<file path="config.mk">
export PLATFORM = sky130hd
export DESIGN_NAME = serial_page_dma
export DESIGN_NICKNAME = d
export VERILOG_FILES = /design/src/rtl/serial_page_dma.sv
export SDC_FILE = /design/constraint.sdc
export NUM_CORES = 1
export LEC_CHECK = 0
export BUFFER_PORTS_ARGS = -buffer_cell sky130_fd_sc_hd__buf_2
export CORE_AREA = 5 5 157 159
export DETAILED_ROUTE_END_ITERATION = 16
export DIE_AREA = 0 0 162 164
export HOLD_SLACK_MARGIN = 0.08
export PLACE_DENSITY_LB_ADDON = 0.3
export SYNTH_ARGS = -nofsm -noshare
export SYNTH_HDL_FRONTEND = slang
export SYNTH_SLANG_ARGS = --single-unit
</file>
<file path="constraint.sdc">
create_clock -name clk -period 2.55 [get_ports clk]
set_input_delay 0 -clock clk [delete_from_list [all_inputs] [get_ports clk]]
set_output_delay 0 -clock clk [all_outputs]
set_load 0.005 [all_outputs]
</file>
<file path="src/rtl/serial_page_dma.sv">
module serial_page_dma #(
  parameter int ADDR_W    = 32,
  parameter int PAGE_BITS = 12,
  parameter int PTR_ROT   = 3,
  parameter int DATA_W    = 8
) (
  input  logic              clk,
  input  logic              rst_n,
  input  logic              reg_we,
  input  logic [1:0]        reg_addr,
  input  logic [ADDR_W-1:0] reg_wdata,
  output logic [ADDR_W-1:0] reg_rdata,
  output logic              mem_req_valid,
  input  logic              mem_req_ready,
  output logic              mem_req_write,
  output logic [ADDR_W-1:0] mem_addr,
  output logic [DATA_W-1:0] mem_wdata,
  input  logic              mem_rsp_valid,
  input  logic [DATA_W-1:0] mem_rsp_data,
  output logic              tx_valid,
  input  logic              tx_ready,
  output logic [DATA_W-1:0] tx_data,
  input  logic              rx_valid,
  output logic              rx_ready,
  input  logic [DATA_W-1:0] rx_data,
  output logic              tx_page_end,
  output logic              rx_half_page
);

  localparam int LEN_W = PAGE_BITS + 1;
  localparam logic [LEN_W-1:0]  PAGE_BYTES = {1'b1, {PAGE_BITS{1'b0}}};
  localparam logic [ADDR_W-1:0] PAGE_MASK  = {{(ADDR_W-PAGE_BITS){1'b0}}, {PAGE_BITS{1'b1}}};
  localparam int HALF_BIT = PAGE_BITS - 1;

  typedef enum logic [1:0] {TX_IDLE, TX_REQ, TX_WAIT, TX_OUT} tx_st_t;
  typedef enum logic {RX_IDLE, RX_WR} rx_st_t;

  function automatic logic [ADDR_W-1:0] ptr2addr(input logic [ADDR_W-1:0] p);
    return {p[PTR_ROT-1:0], p[ADDR_W-1:PTR_ROT]};
  endfunction

  function automatic logic [ADDR_W-1:0] addr2ptr(input logic [ADDR_W-1:0] a);
    return {a[ADDR_W-PTR_ROT-1:0], a[ADDR_W-1:ADDR_W-PTR_ROT]};
  endfunction

  tx_st_t            tx_state;
  rx_st_t            rx_state;
  logic              tx_en, rx_en, tx_done, hold_rx;
  logic [ADDR_W-1:0] tx_ptr, rx_ptr, tx_cur;
  logic [LEN_W-1:0]  tx_left;
  logic [DATA_W-1:0] tx_byte, rx_byte;

  logic              tx_busy, rx_busy, grant_rx, grant_tx, csr_we;
  logic [ADDR_W-1:0] tx_base, rx_addr, rx_next, tx_next;
  logic [PAGE_BITS-1:0] tx_off;
  logic [LEN_W-1:0]  tx_len;

  assign tx_busy  = (tx_state != TX_IDLE);
  assign rx_busy  = (rx_state == RX_WR);
  assign csr_we   = reg_we && (reg_addr == 2'd0);

  assign tx_base  = ptr2addr(tx_ptr);
  assign tx_off   = tx_base[PAGE_BITS-1:0];
  assign tx_len   = PAGE_BYTES - LEN_W'({tx_off[PAGE_BITS-1:2], 2'b00});
  assign tx_next  = (tx_cur | PAGE_MASK) + ADDR_W'(1);
  assign rx_addr  = ptr2addr(rx_ptr);
  assign rx_next  = rx_addr + ADDR_W'(1);

  assign grant_rx = rx_busy && (hold_rx || tx_state != TX_REQ);
  assign grant_tx = (tx_state == TX_REQ) && !grant_rx;

  assign mem_req_valid = grant_rx || grant_tx;
  assign mem_req_write = grant_rx;
  assign mem_addr      = grant_rx ? rx_addr : tx_cur;
  assign mem_wdata     = rx_byte;

  assign tx_valid = (tx_state == TX_OUT);
  assign tx_data  = tx_byte;
  assign rx_ready = rx_en && (rx_state == RX_IDLE);

  always_comb begin
    case (reg_addr)
      2'd0:    reg_rdata = ADDR_W'({tx_done, rx_busy, tx_busy, rx_en, tx_en});
      2'd1:    reg_rdata = tx_ptr;
      2'd2:    reg_rdata = rx_ptr;
      default: reg_rdata = '0;
    endcase
  end

  always_ff @(posedge clk) begin
    if (!rst_n) begin
      tx_state     <= TX_IDLE;
      rx_state     <= RX_IDLE;
      tx_en        <= 1'b0;
      rx_en        <= 1'b0;
      tx_done      <= 1'b0;
      hold_rx      <= 1'b0;
      tx_ptr       <= '0;
      rx_ptr       <= '0;
      tx_cur       <= '0;
      tx_left      <= '0;
      tx_byte      <= '0;
      rx_byte      <= '0;
      tx_page_end  <= 1'b0;
      rx_half_page <= 1'b0;
    end else begin
      tx_page_end  <= 1'b0;
      rx_half_page <= 1'b0;
      hold_rx      <= grant_rx && !mem_req_ready;

      if (csr_we) begin
        tx_done <= 1'b0;
        rx_en   <= reg_wdata[1];
        if (!tx_busy) begin
          tx_en <= reg_wdata[0];
          if (reg_wdata[0] && tx_off != '0) begin
            tx_state <= TX_REQ;
            tx_cur   <= {tx_base[ADDR_W-1:2], 2'b00};
            tx_left  <= tx_len;
          end
        end
      end
      if (reg_we && reg_addr == 2'd1 && !tx_busy) tx_ptr <= reg_wdata;
      if (reg_we && reg_addr == 2'd2 && !rx_busy) rx_ptr <= reg_wdata;

      case (tx_state)
        TX_REQ:  if (grant_tx && mem_req_ready) tx_state <= TX_WAIT;
        TX_WAIT: if (mem_rsp_valid) begin
                   tx_byte  <= mem_rsp_data;
                   tx_state <= TX_OUT;
                 end
        TX_OUT:  if (tx_ready) begin
                   if (tx_left == LEN_W'(1)) begin
                     tx_state    <= TX_IDLE;
                     tx_en       <= 1'b0;
                     tx_ptr      <= addr2ptr(tx_next);
                     tx_page_end <= 1'b1;
                     tx_done     <= 1'b1;
                   end else begin
                     tx_cur   <= tx_cur + ADDR_W'(1);
                     tx_left  <= tx_left - LEN_W'(1);
                     tx_state <= TX_REQ;
                   end
                 end
        default: ;
      endcase

      case (rx_state)
        RX_IDLE: if (rx_valid && rx_ready) begin
                   rx_byte  <= rx_data;
                   rx_state <= RX_WR;
                 end
        RX_WR:   if (grant_rx && mem_req_ready) begin
                   rx_ptr       <= addr2ptr(rx_next);
                   rx_half_page <= rx_addr[HALF_BIT] ^ rx_next[HALF_BIT];
                   rx_state     <= RX_IDLE;
                 end
        default: ;
      endcase
    end
  end

endmodule


</file>
---- Word level (Yosys, flattened, before mapping) ----
Cells that the tools add are included.
word-level totals
  register bits after elaboration ......... 134
  output and inout bits ................... 86
  logic and storage cells ................. 96
cells by class
  $add $sub $neg .......................... 5
  eq/ne operators ......................... 7
  mux-type cells .......................... 42
  bitwise gates (word level) .............. 2
  reduce and logical (&&, ||, !) cells .... 26
operators by type and width
  cell                    number
  $mux 32                 14
  $add 32x1->32 const B   3
  $pmux 32 s3             1
  $mux 13                 6
  $eq 13x1->1 const B     1
  $logic_and 1x1->1       13
  $mux 1                  13
  $sub 13x1->13 const B   1
  $sub 13x12->13 const A  1
  $mux 2                  6
  $reduce_bool 12->1      1
  $eq 2x2->1 const B      3
  $pmux 2 s3              1
  $reduce_and 3->1        2
  $eq 2x1->1 const B      2
  $logic_not 1->1         4
  $reduce_and 2->1        2
  $logic_not 2->1         1
  $logic_or 1x1->1        2
  $ne 2x1->1 const B      1
  $pmux 1 s2              1
  $reduce_bool 2->1       1
  $not 1->1               1
  $xor 1x1->1             1

---- Depth between registers and ports, before layout ----
Gate-level depths: netlist (run 1).
  depth after elaboration ................. 8
  mapped depth ............................ 10
  mapped depth without buffers ............ 7

---- Worst setup path after synthesis (run 1) ----
Ideal clock, no wire load.
  path type ............................... reg-to-reg
  start point ............................. reg tx_left[1]
  end point ............................... reg tx_cur[25]
  library setup time ...................... 0.074 ns
  arrival time ............................ 2.254 ns
  setup slack ............................. 0.222 ns
  cell stages (with the launch flop) ...... 10
  buffers on the path ..................... 2
  clock period less this slack ............ 2.328 ns
  path through ............................ dfxtp_1 inv_1 ha_1 nor2b_1 and4_4 buf_6 or4_1 buf_2 or4_1 a31oi_1
between the ends
  cells in the longest elaborated chain, start to end .. 4
ends and longest elaborated chain
  item                    line  source
  from (decl)             50    logic [LEN_W-1:0] tx_left;
  from (signal assigned)  119   tx_left <= tx_len;
  from (signal assigned)  141   tx_left <= tx_left - LEN_W'(1);
  $eq 13x1->1             133   if (tx_left == LEN_W'(1)) begin
  $mux 32                 133
  $mux 32                 132   TX_OUT: if (tx_ready) begin
  $mux 32                 126   case (tx_state)
  to (signal assigned)    118   tx_cur <= {tx_base[ADDR_W-1:2], 2'b00};
  to (signal assigned)    140   tx_cur <= tx_cur + ADDR_W'(1);
  to (decl)               49    logic [ADDR_W-1:0] tx_ptr, rx_ptr, tx_cur;
No other way between the ends.
A chain may end at the register's enable or synchronous reset.

---- Final worst setup path (run 1) ----
Same ends and word-level chain as after synthesis.

==> metrics.log, run 1 <==
INFO  metric netlist_instances = 1,034
INFO  metric fraction_of_layout_instances_using_a_drive_strength_above_1 = 20.7%
INFO  metric vias_in_the_first_global_route = 8,641
INFO  metric top_level_ports = 143
INFO  metric num_antenna_cells = 0
INFO  metric max-slew-margin-rel = 35.4%
INFO  metric cell_with_the_most_instances_on_the_worst_path = sky130_fd_sc_hd__or4_1
INFO  metric synth_seq_area_share = 33.9%
INFO  metric antenna_left = 0
INFO  metric row_count = 56
INFO  metric post_synth.cell_area_avg = 7.65 um^2
INFO  metric place_ws = 0.151 ns
INFO  metric critical_path.startpoint = tx_left[1]
INFO  metric grt_start_max_net_pins = 106
INFO  metric peakVddDrop = 0.388 mV
INFO  metric cp_num_buf_inv = 1
INFO  metric via_count = 9,005
INFO  metric slew_viol_final = 0
INFO  metric final_net_count = 1,285
INFO  metric area_growth = 31.4%
INFO  metric placement.io_buffers = 142
INFO  metric cpPeakStageDelay = 0.69 ns
INFO  metric wire_per_inst = 20.6 um
INFO  metric hold-worst-slack = 0.137 ns
INFO  metric syn-num-nets = 1,097
INFO  metric p_leak = 4.16 nW
INFO  metric synthDistinctLibCells = 66
INFO  metric timing.critical_path.to = tx_cur[25]
INFO  metric start_util = 34.2%
INFO  metric path_depth = 7
INFO  metric crit-reg2reg-capture = tx_cur[25]
INFO  metric clock_tree.root_cell = sky130_fd_sc_hd__clkbuf_16
INFO  metric synthDominantAreaCellType = sky130_fd_sc_hd__dfxtp_1
INFO  metric report.final.setup_viol = 0
INFO  metric synth_edf_count = 0
INFO  metric post-layout-total-power = 5.60 mW
INFO  metric synth.top_cells.by_area = sky130_fd_sc_hd__dfxtp_1 34%, sky130_fd_sc_hd__nand2_1 7.6%, sky130_fd_sc_hd__a21oi_1 5.0%, sky130_fd_sc_hd__nand3_1 3.8%, sky130_fd_sc_hd__nor2_1 3.1%
INFO  metric postSynthRegisterBits = 134
INFO  metric place_congestion = 0.936
INFO  metric outcome = finished clean
INFO  metric netlist_top_cells_count = 160 x sky130_fd_sc_hd__nand2_1, 134 x sky130_fd_sc_hd__dfxtp_1, 79 x sky130_fd_sc_hd__a21oi_1, 66 x sky130_fd_sc_hd__nor2_1, 64 x sky130_fd_sc_hd__clkbuf_1
INFO  metric rsz_0062_raised_after_global_routing = no
INFO  metric fmax = 410 MHz
INFO  metric worst_setup_path_end_kind = flop
INFO  metric cts_tree = yes
INFO  metric worst_pin_slew = 0.966 ns
INFO  metric multiInputGateArea = 4850 um^2
INFO  metric cts.htree.levels = 4
INFO  metric post-synth-top-count-cell = sky130_fd_sc_hd__nand2_1
INFO  metric count_of_cells_along_the_worst_register_to_register_path = 7
INFO  metric ys_async_sr_fraction = 0%
INFO  metric postSynth.topFlopCell = sky130_fd_sc_hd__dfxtp_1
INFO  metric layout.area.seq = 2680 um^2
INFO  metric grtUsageTotal = 23.3%
INFO  metric die_ar = 26,600 um^2
INFO  metric grt_antenna_before_repair = 0
INFO  metric clk_pin_slew_worst_paths = 0.06 ns
INFO  metric maxCapViolations = 0
INFO  metric die_width = 162 um
INFO  metric crit_arrival = 2.79 ns
INFO  metric core_region_area = 23,100 um^2
INFO  metric fin_ws = 0.113 ns
INFO  metric firstDrtPassIters = 5
INFO  metric drt-vias-per-instance = 5.90
INFO  metric route.detailed.drc = 0
INFO  metric fin_setup_tns = 0 ns
INFO  metric power.density = 538 nW/um^2
INFO  metric cts.sinks = 134
INFO  metric worst_setup_path_start_kind = flop
INFO  metric synth_top_area_share = 33.9%
INFO  metric criticalPathCategory = reg -> reg
INFO  metric yosysWarnings = 0
INFO  metric r2r_slack = 0.11 ns
INFO  metric post-route-util = 45.0%
INFO  metric grt_overflow_total = 0
INFO  metric timing.hold.worst.class = in -> reg
INFO  metric fill_cells = 2,289
INFO  metric combined_area_of_all_synthesized_cells = 7910 um^2
INFO  metric numCtsBuffers = 17
INFO  metric die_boundary_height = 164 um
INFO  metric final_hold_viol_count = 0
INFO  metric detailedPlacementHpwl = 21,800 um
INFO  metric cts_setup_buffers = 0
INFO  metric critPathMaxFanout = 10
INFO  metric finalClockSkew = 0.0104 ns
INFO  metric wirelength = 31,500 um
INFO  metric path_cells = inv_1 > ha_1 > nor2b_1 > and4_4 > or4_1 > or4_1 > a31oi_1
INFO  metric clock_path_buffers = 2
INFO  metric final_period_minus_worst_setup_slack = 2.44 ns
INFO  metric 1st_iter_drt_viols = 878
INFO  metric r2r_start = tx_left[1]
INFO  metric global_route_wire_length_before_repair = 49,000 um
INFO  metric worst_path_dominant_cell_family = simple AND/OR/NAND/NOR gates
INFO  metric fin_crit_sh = 95.5%
INFO  metric worst_ep_required_time = 2.90 ns
INFO  metric insertion_delay_to_the_later_sink_of_the_worst_skew_pair = 0.43 ns
INFO  metric critical-path-slowest-cell = sky130_fd_sc_hd__or4_1
## cell families (layout without fill, tap and decap cells)
| family | Yosys count | after routing | share of synthesized area (%) |
|---|---|---|---|
| simple gates | 448 | 448 | 28.4 |
| compound gates | 286 | 286 | 24.0 |
| flops | 134 | 134 | 33.9 |
| buf+inv | 101 | 302 | 5.17 |
| mux | 39 | 39 | 5.35 |
| xor+xnor | 20 | 20 | 2.21 |
| fa+ha+maj | 6 | 6 | 0.949 |
## power breakdown
part / switching (mW) / total (mW) / internal [mW]
clock: 1.01 / 2.87 / 1.86
combinational: 0.298 / 0.529 / 0.231
sequential: 0.0600 / 2.20 / 2.14
total: 1.36 / 5.60 / 4.23
## final cells by class
| type | instances | area share [%] |
|---|---|---|
| Clock inverter | 12 | 2.15 |
| Clock buffer | 20 | 4.30 |
| Inverter | 15 | 0.554 |
| Sequential cell | 134 | 25.8 |
| Timing Repair Buffer | 255 | 17.0 |
| Tap cell | 290 | 3.49 |
| Multi-Input combinational cell | 799 | 46.7 |
## routing by layer
layer / up-vias / wire (um) / GRT usage [%]
met5: - / 0 / 0
met4: 0 / 515 / 6.00
met3: 37 / 2610 / 5.04
met2: 409 / 14800 / 38.1
met1: 4340 / 13600 / 31.4
li1: 4219 / - / -
## tightest hold or removal path, delay by kind of cell
kind                   cells  cell delay, ns
AND/OR/NAND/NOR            1            0.25
buffers and inverters      1            0.15
AO/OA/AOI/OAI              1            0.10
## sequential cells by signal, indices dropped and copies added, names as in the netlist
name	cells
hold_rx	1
mem_wdata	8
rx_busy	1
rx_en	1
rx_half_page	1
rx_ptr	32
tx_cur	32
tx_data	8
tx_done	1
tx_en	1
tx_left	13
tx_page_end	1
tx_ptr	32
tx_state	2
## placed cells by master (no fill, tap or decap), drive strengths merged, types with 13 or more instances in the layout
master and instances:
a21oi 79, nand3 60, a22o 27, clkbuf 20, mux2i 13, mux2 26
inv 15, a31oi 39, and3 19, buf 196, nor3 28, nor2 66
nand4 23, or4 20, dlygate4sd3 59, o211ai 19, or3 13, dfxtp 134
nand2 160, o21ai 45, xnor2 14
## metrics by stage
step,instance area (um^2),std cells
2_1_floorplan,7910,1034
3_3_place_gp,9130,1434
3_5_place_dp,9130,1434
4_1_cts,10400,1525
5_1_grt,10400,1525
6_report,10400,1525
## how the worst min path moves through the flow
stage                     from  slack (ns)  cells past startpoint         end
6_report              rx_valid        0.14                      3     rx_busy
5_1_grt               rx_valid        0.16                      3     rx_busy
4_1_cts               rx_valid        0.12                      3     rx_busy
3_5_place_dp   mem_rsp_data[5]        0.24                      3  tx_data[5]
3_3_place_gp   mem_rsp_data[2]        0.23                      3  tx_data[2]
2_1_floorplan    mem_req_ready        0.08                      1     hold_rx
## timing repair
action                                 in CTS  in global routing
setup endpoints to repair                   0                  1
resized for setup                           0                  1
hold buffers                               59                  0
endpoints found under the hold margin      85                  0
No activity file was read; power rests on OpenSTA's default activity.
==> inputs of run 2 (changes only) <==
--- a/config.mk
+++ b/config.mk
@@ -5,10 +5,11 @@
 export SDC_FILE = /design/constraint.sdc
 export NUM_CORES = 1
 export LEC_CHECK = 0
+export ABC_AREA = 1
 export BUFFER_PORTS_ARGS = -buffer_cell sky130_fd_sc_hd__buf_2
-export CORE_AREA = 5 5 157 159
+export CORE_AREA = 5 5 164 166
 export DETAILED_ROUTE_END_ITERATION = 16
-export DIE_AREA = 0 0 162 164
+export DIE_AREA = 0 0 169 171
 export HOLD_SLACK_MARGIN = 0.08
 export PLACE_DENSITY_LB_ADDON = 0.3
 export SYNTH_ARGS = -nofsm -noshare
==> constraint.sdc (replaced) <==
create_clock -name clk -period 2.2 [get_ports clk]
set_input_delay 0 -clock clk [delete_from_list [all_inputs] [get_ports clk]]
set_output_delay 0 -clock clk [all_outputs]
set_load 0.005 [all_outputs]
==> run 2 against run 1 <==
  * Combinational power increased by 57%
  * Cell area increased by 7.0%
  * Global-route usage decreased by 0.55 points
  * Clock-buffer cell count decreased by 3
  * Synthesized area increased by 10%
  * Non-clock buffer count decreased by 5
  * Sequential power increased by 17%
  * Clock power about the same
  * Worst hold slack improved by 0.0027 ns
  * Total power increased by 13%
  * Register-to-register slack improved by 0.09 ns
  * Critical endpoint is now mem_addr[30]
  * Largest power group unchanged
  * Highest routed layer unchanged
==> metrics.log, run 2 <==
INFO  metric fin_setup_tns = 0 ns
INFO  metric rsz_0062_raised_after_global_routing = no
INFO  metric core_region_area = 25,500 um^2
INFO  metric outcome = finished clean
INFO  metric synth.top_cells.by_area = sky130_fd_sc_hd__dfxtp_1 31%, sky130_fd_sc_hd__nand2_1 14%, sky130_fd_sc_hd__o21ai_0 8.9%, sky130_fd_sc_hd__inv_1 6.5%, sky130_fd_sc_hd__nor2_1 6.0%
INFO  metric detailroute.wirelength.met3 = 2300 um
INFO  metric routed.top_layer = met4
INFO  metric max-slew-margin-rel = 60.0%
INFO  metric cell_with_the_most_instances_on_the_worst_path = sky130_fd_sc_hd__nand2_1
INFO  metric worst_setup_path_start_kind = flop
INFO  metric grt_overflow_total = 0
INFO  metric net-switching-power = 1.80 mW
INFO  metric r2r_slack = 0.20 ns
INFO  metric combined_area_of_all_synthesized_cells = 8730 um^2
INFO  metric numCtsBuffers = 17
INFO  metric top_level_ports = 143
INFO  metric antenna_left = 0
INFO  metric grt_start_max_net_pins = 43
INFO  metric routedLengthMet1 = 14,400 um
INFO  metric report.final.setup_viol = 0
INFO  metric final_period_minus_worst_setup_slack = 2.05 ns
INFO  metric fraction_of_layout_instances_using_a_drive_strength_above_1 = 17.4%
INFO  metric synth_edf_count = 0
INFO  metric post_synth.cell_area_avg = 6.34 um^2
INFO  metric die_boundary_height = 171 um
INFO  metric synth_top_area_share = 30.7%
INFO  metric post_dp_area = 9860 um^2
INFO  metric timing.hold.worst.class = in -> reg
INFO  metric clock_tree.root_cell = sky130_fd_sc_hd__clkbuf_16
INFO  metric met2_length = 15,700 um
INFO  metric slew_viol_final = 0
INFO  metric finalClockSkew = 0.0114 ns
INFO  metric most_common_library_cell_in_the_layout_ignoring_fill_and_taps = sky130_fd_sc_hd__nand2_1
INFO  metric detailedPlacementHpwl = 25,300 um
INFO  metric netlist_instances = 1,377
INFO  metric vias_in_the_first_global_route = 9,324
INFO  metric cts_tree = yes
INFO  metric post-synth-top-count-cell = sky130_fd_sc_hd__nand2_1
INFO  metric fmax = 488 MHz
INFO  metric p_leak = 4.66 nW
INFO  metric 1st_iter_drt_viols = 923
INFO  metric wirelength = 33,800 um
INFO  metric seq_power_share = 40.8%
INFO  metric postSynthRegisterBits = 134
INFO  metric worst_setup_path_end_kind = primary output
INFO  metric num_antenna_cells = 0
INFO  metric peakVddDrop = 0.505 mV
INFO  metric largestRegisters = rx_ptr x32, tx_cur x32, tx_ptr x32
INFO  metric die_ar = 28,900 um^2
INFO  metric global_route_wire_length_before_repair = 51,800 um
INFO  metric most_frequent_cells_in_the_layout = 330 x sky130_fd_sc_hd__nand2_1, 155 x sky130_fd_sc_hd__o21ai_0, 151 x sky130_fd_sc_hd__inv_1
INFO  metric synth_seq_area_share = 30.7%
INFO  metric switching_part_of_the_total_power = 28.5%
INFO  metric critPathMaxFanout = 36
INFO  metric row_count = 59
INFO  metric final_hold_viol_count = 0
INFO  metric place_congestion = 0.965
INFO  metric p_clk_share = 46.0%
INFO  metric fin_crit_sh = 93.1%
INFO  metric ys_async_sr_fraction = 0%
INFO  metric crit_arrival = 2.05 ns
INFO  metric route.detailed.drc = 0
INFO  metric yosysWarnings = 0
INFO  metric grtUsageTotal = 22.8%
INFO  metric path_cells = inv_1 > nor2_1 > nand2_1 > nand2_2 > buf_6 > nand2_1 > o21ai_0 > buf_2
INFO  metric critical-path-slowest-cell = sky130_fd_sc_hd__dfxtp_1
INFO  metric postSynth.topFlopCell = sky130_fd_sc_hd__dfxtp_1
INFO  metric cts.htree.levels = 4
INFO  metric via_count = 10,082
INFO  metric wire_per_inst = 17.5 um
INFO  metric insertion_delay_to_the_later_sink_of_the_worst_skew_pair = 0.42 ns
INFO  metric grt_antenna_before_repair = 0
INFO  metric cpPeakStageDelay = 0.39 ns
INFO  metric final_net_count = 1,642
INFO  metric pwr-share-comb = 13.2%
INFO  metric placement.io_buffers = 142
INFO  metric drt-vias-per-instance = 5.23
INFO  metric area_growth = 27.4%
INFO  metric power.density = 566 nW/um^2
INFO  metric fin_area = 11,100 um^2
INFO  metric maxCapViolations = 0
INFO  metric netlist_top_cells_count = 332 x sky130_fd_sc_hd__nand2_1, 155 x sky130_fd_sc_hd__o21ai_0, 151 x sky130_fd_sc_hd__inv_1, 139 x sky130_fd_sc_hd__nor2_1, 134 x sky130_fd_sc_hd__dfxtp_1
INFO  metric criticalPathCategory = reg -> out
INFO  metric clock_path_buffers = 2
INFO  metric clk_pin_slew_worst_paths = 0.06 ns
INFO  metric worst_ep_required_time = 2.20 ns
INFO  metric syn-num-nets = 1,440
INFO  metric start_util = 34.3%
INFO  metric firstDrtPassIters = 9
INFO  metric die_width = 169 um
INFO  metric worst_pin_slew = 0.599 ns
INFO  metric synthDominantAreaCellType = sky130_fd_sc_hd__dfxtp_1
INFO  metric intPower = 4.50 mW
INFO  metric synthDistinctLibCells = 42
INFO  metric cts.sinks = 134
-- run 2: cells by family after synthesis --
| kind of cell | after synthesis | synth area share [%] |
|---|---|---|
| DFF | 134 | 30.7 |
| buffers and inverters | 230 | 11.0 |
| muxes | 3 | 0.373 |
| AOI/OAI and AO/OA | 332 | 21.3 |
| xor gates and xnor gates | 48 | 4.82 |
| and+or+nand+nor | 624 | 31.0 |
| adders and majority gates | 6 | 0.860 |
-- run 2: final cells by class --
| type | instances | area (um^2) |
|---|---|---|
| repair buffers | 250 | 1730 |
| multi-input cells | 1013 | 5100 |
| well taps | 335 | 419 |
| flip-flops and latches | 134 | 2680 |
| inverters | 163 | 612 |
| fillers | 2671 | 14300 |
| clock inverters | 14 | 153 |
| clock buffers | 17 | 425 |
-- run 2: final timing paths --
check	from	depth (start not counted)	endpoint
max	tx_state[0]	8	mem_addr[30]
min	reg_addr[1]	5	tx_en
max reg2reg	rx_ptr[3]	9	rx_ptr[27]
min reg2reg	tx_data[0]	2	tx_data[0]
-- run 2: per-stage QoR --
step           hold WS [ns]  instances  power, mW  setup slack [ns]  util (%)
2_1_floorplan        0.0793       1377       3.05             0.554         -
3_3_place_gp          0.224       1828       3.34             0.279      38.7
3_5_place_dp          0.231       1828       3.34             0.235      38.7
4_1_cts              0.0883       1925       6.29            0.0937      43.6
5_1_grt               0.131       1926       6.52           0.00966      43.7
6_report              0.140       1926       6.30             0.151      43.7
-- run 2: layer usage --
metal	up-vias	GRT usage, %
li1	4922	-
met5	-	0
met4	0	10.2
met3	97	3.58
met2	425	36.3
met1	4638	30.5
-- run 2: worst max-delay path, delay by kind of cell, from the launching register on --
kind | cells | cell delay [ns]
AOI/OAI and AO/OA | 1 | 0.19
buffers and inverters | 3 | 0.57
DFF | 1 | 0.39
and+or+nand+nor | 4 | 0.47
-- run 2: repair_timing --
item / 4_1_cts / 5_1_grt
hold buffers: 66 / 1
endpoints found under the hold margin: 82 / 2
endpoints found under the setup margin: 0 / 13
resized for setup: 0 / 3
setup buffers: 0 / 0
-- run 2: power groups by stage --
stage               Sequential, mW  Combinational [mW]  Clock (mW)
floorplan                     2.60               0.446           0
global placement              2.62               0.718           0
detailed placement            2.62               0.720           0
CTS                           2.57               0.809        2.92
global route                  2.58               0.907        3.03
finish                        2.57               0.832        2.90
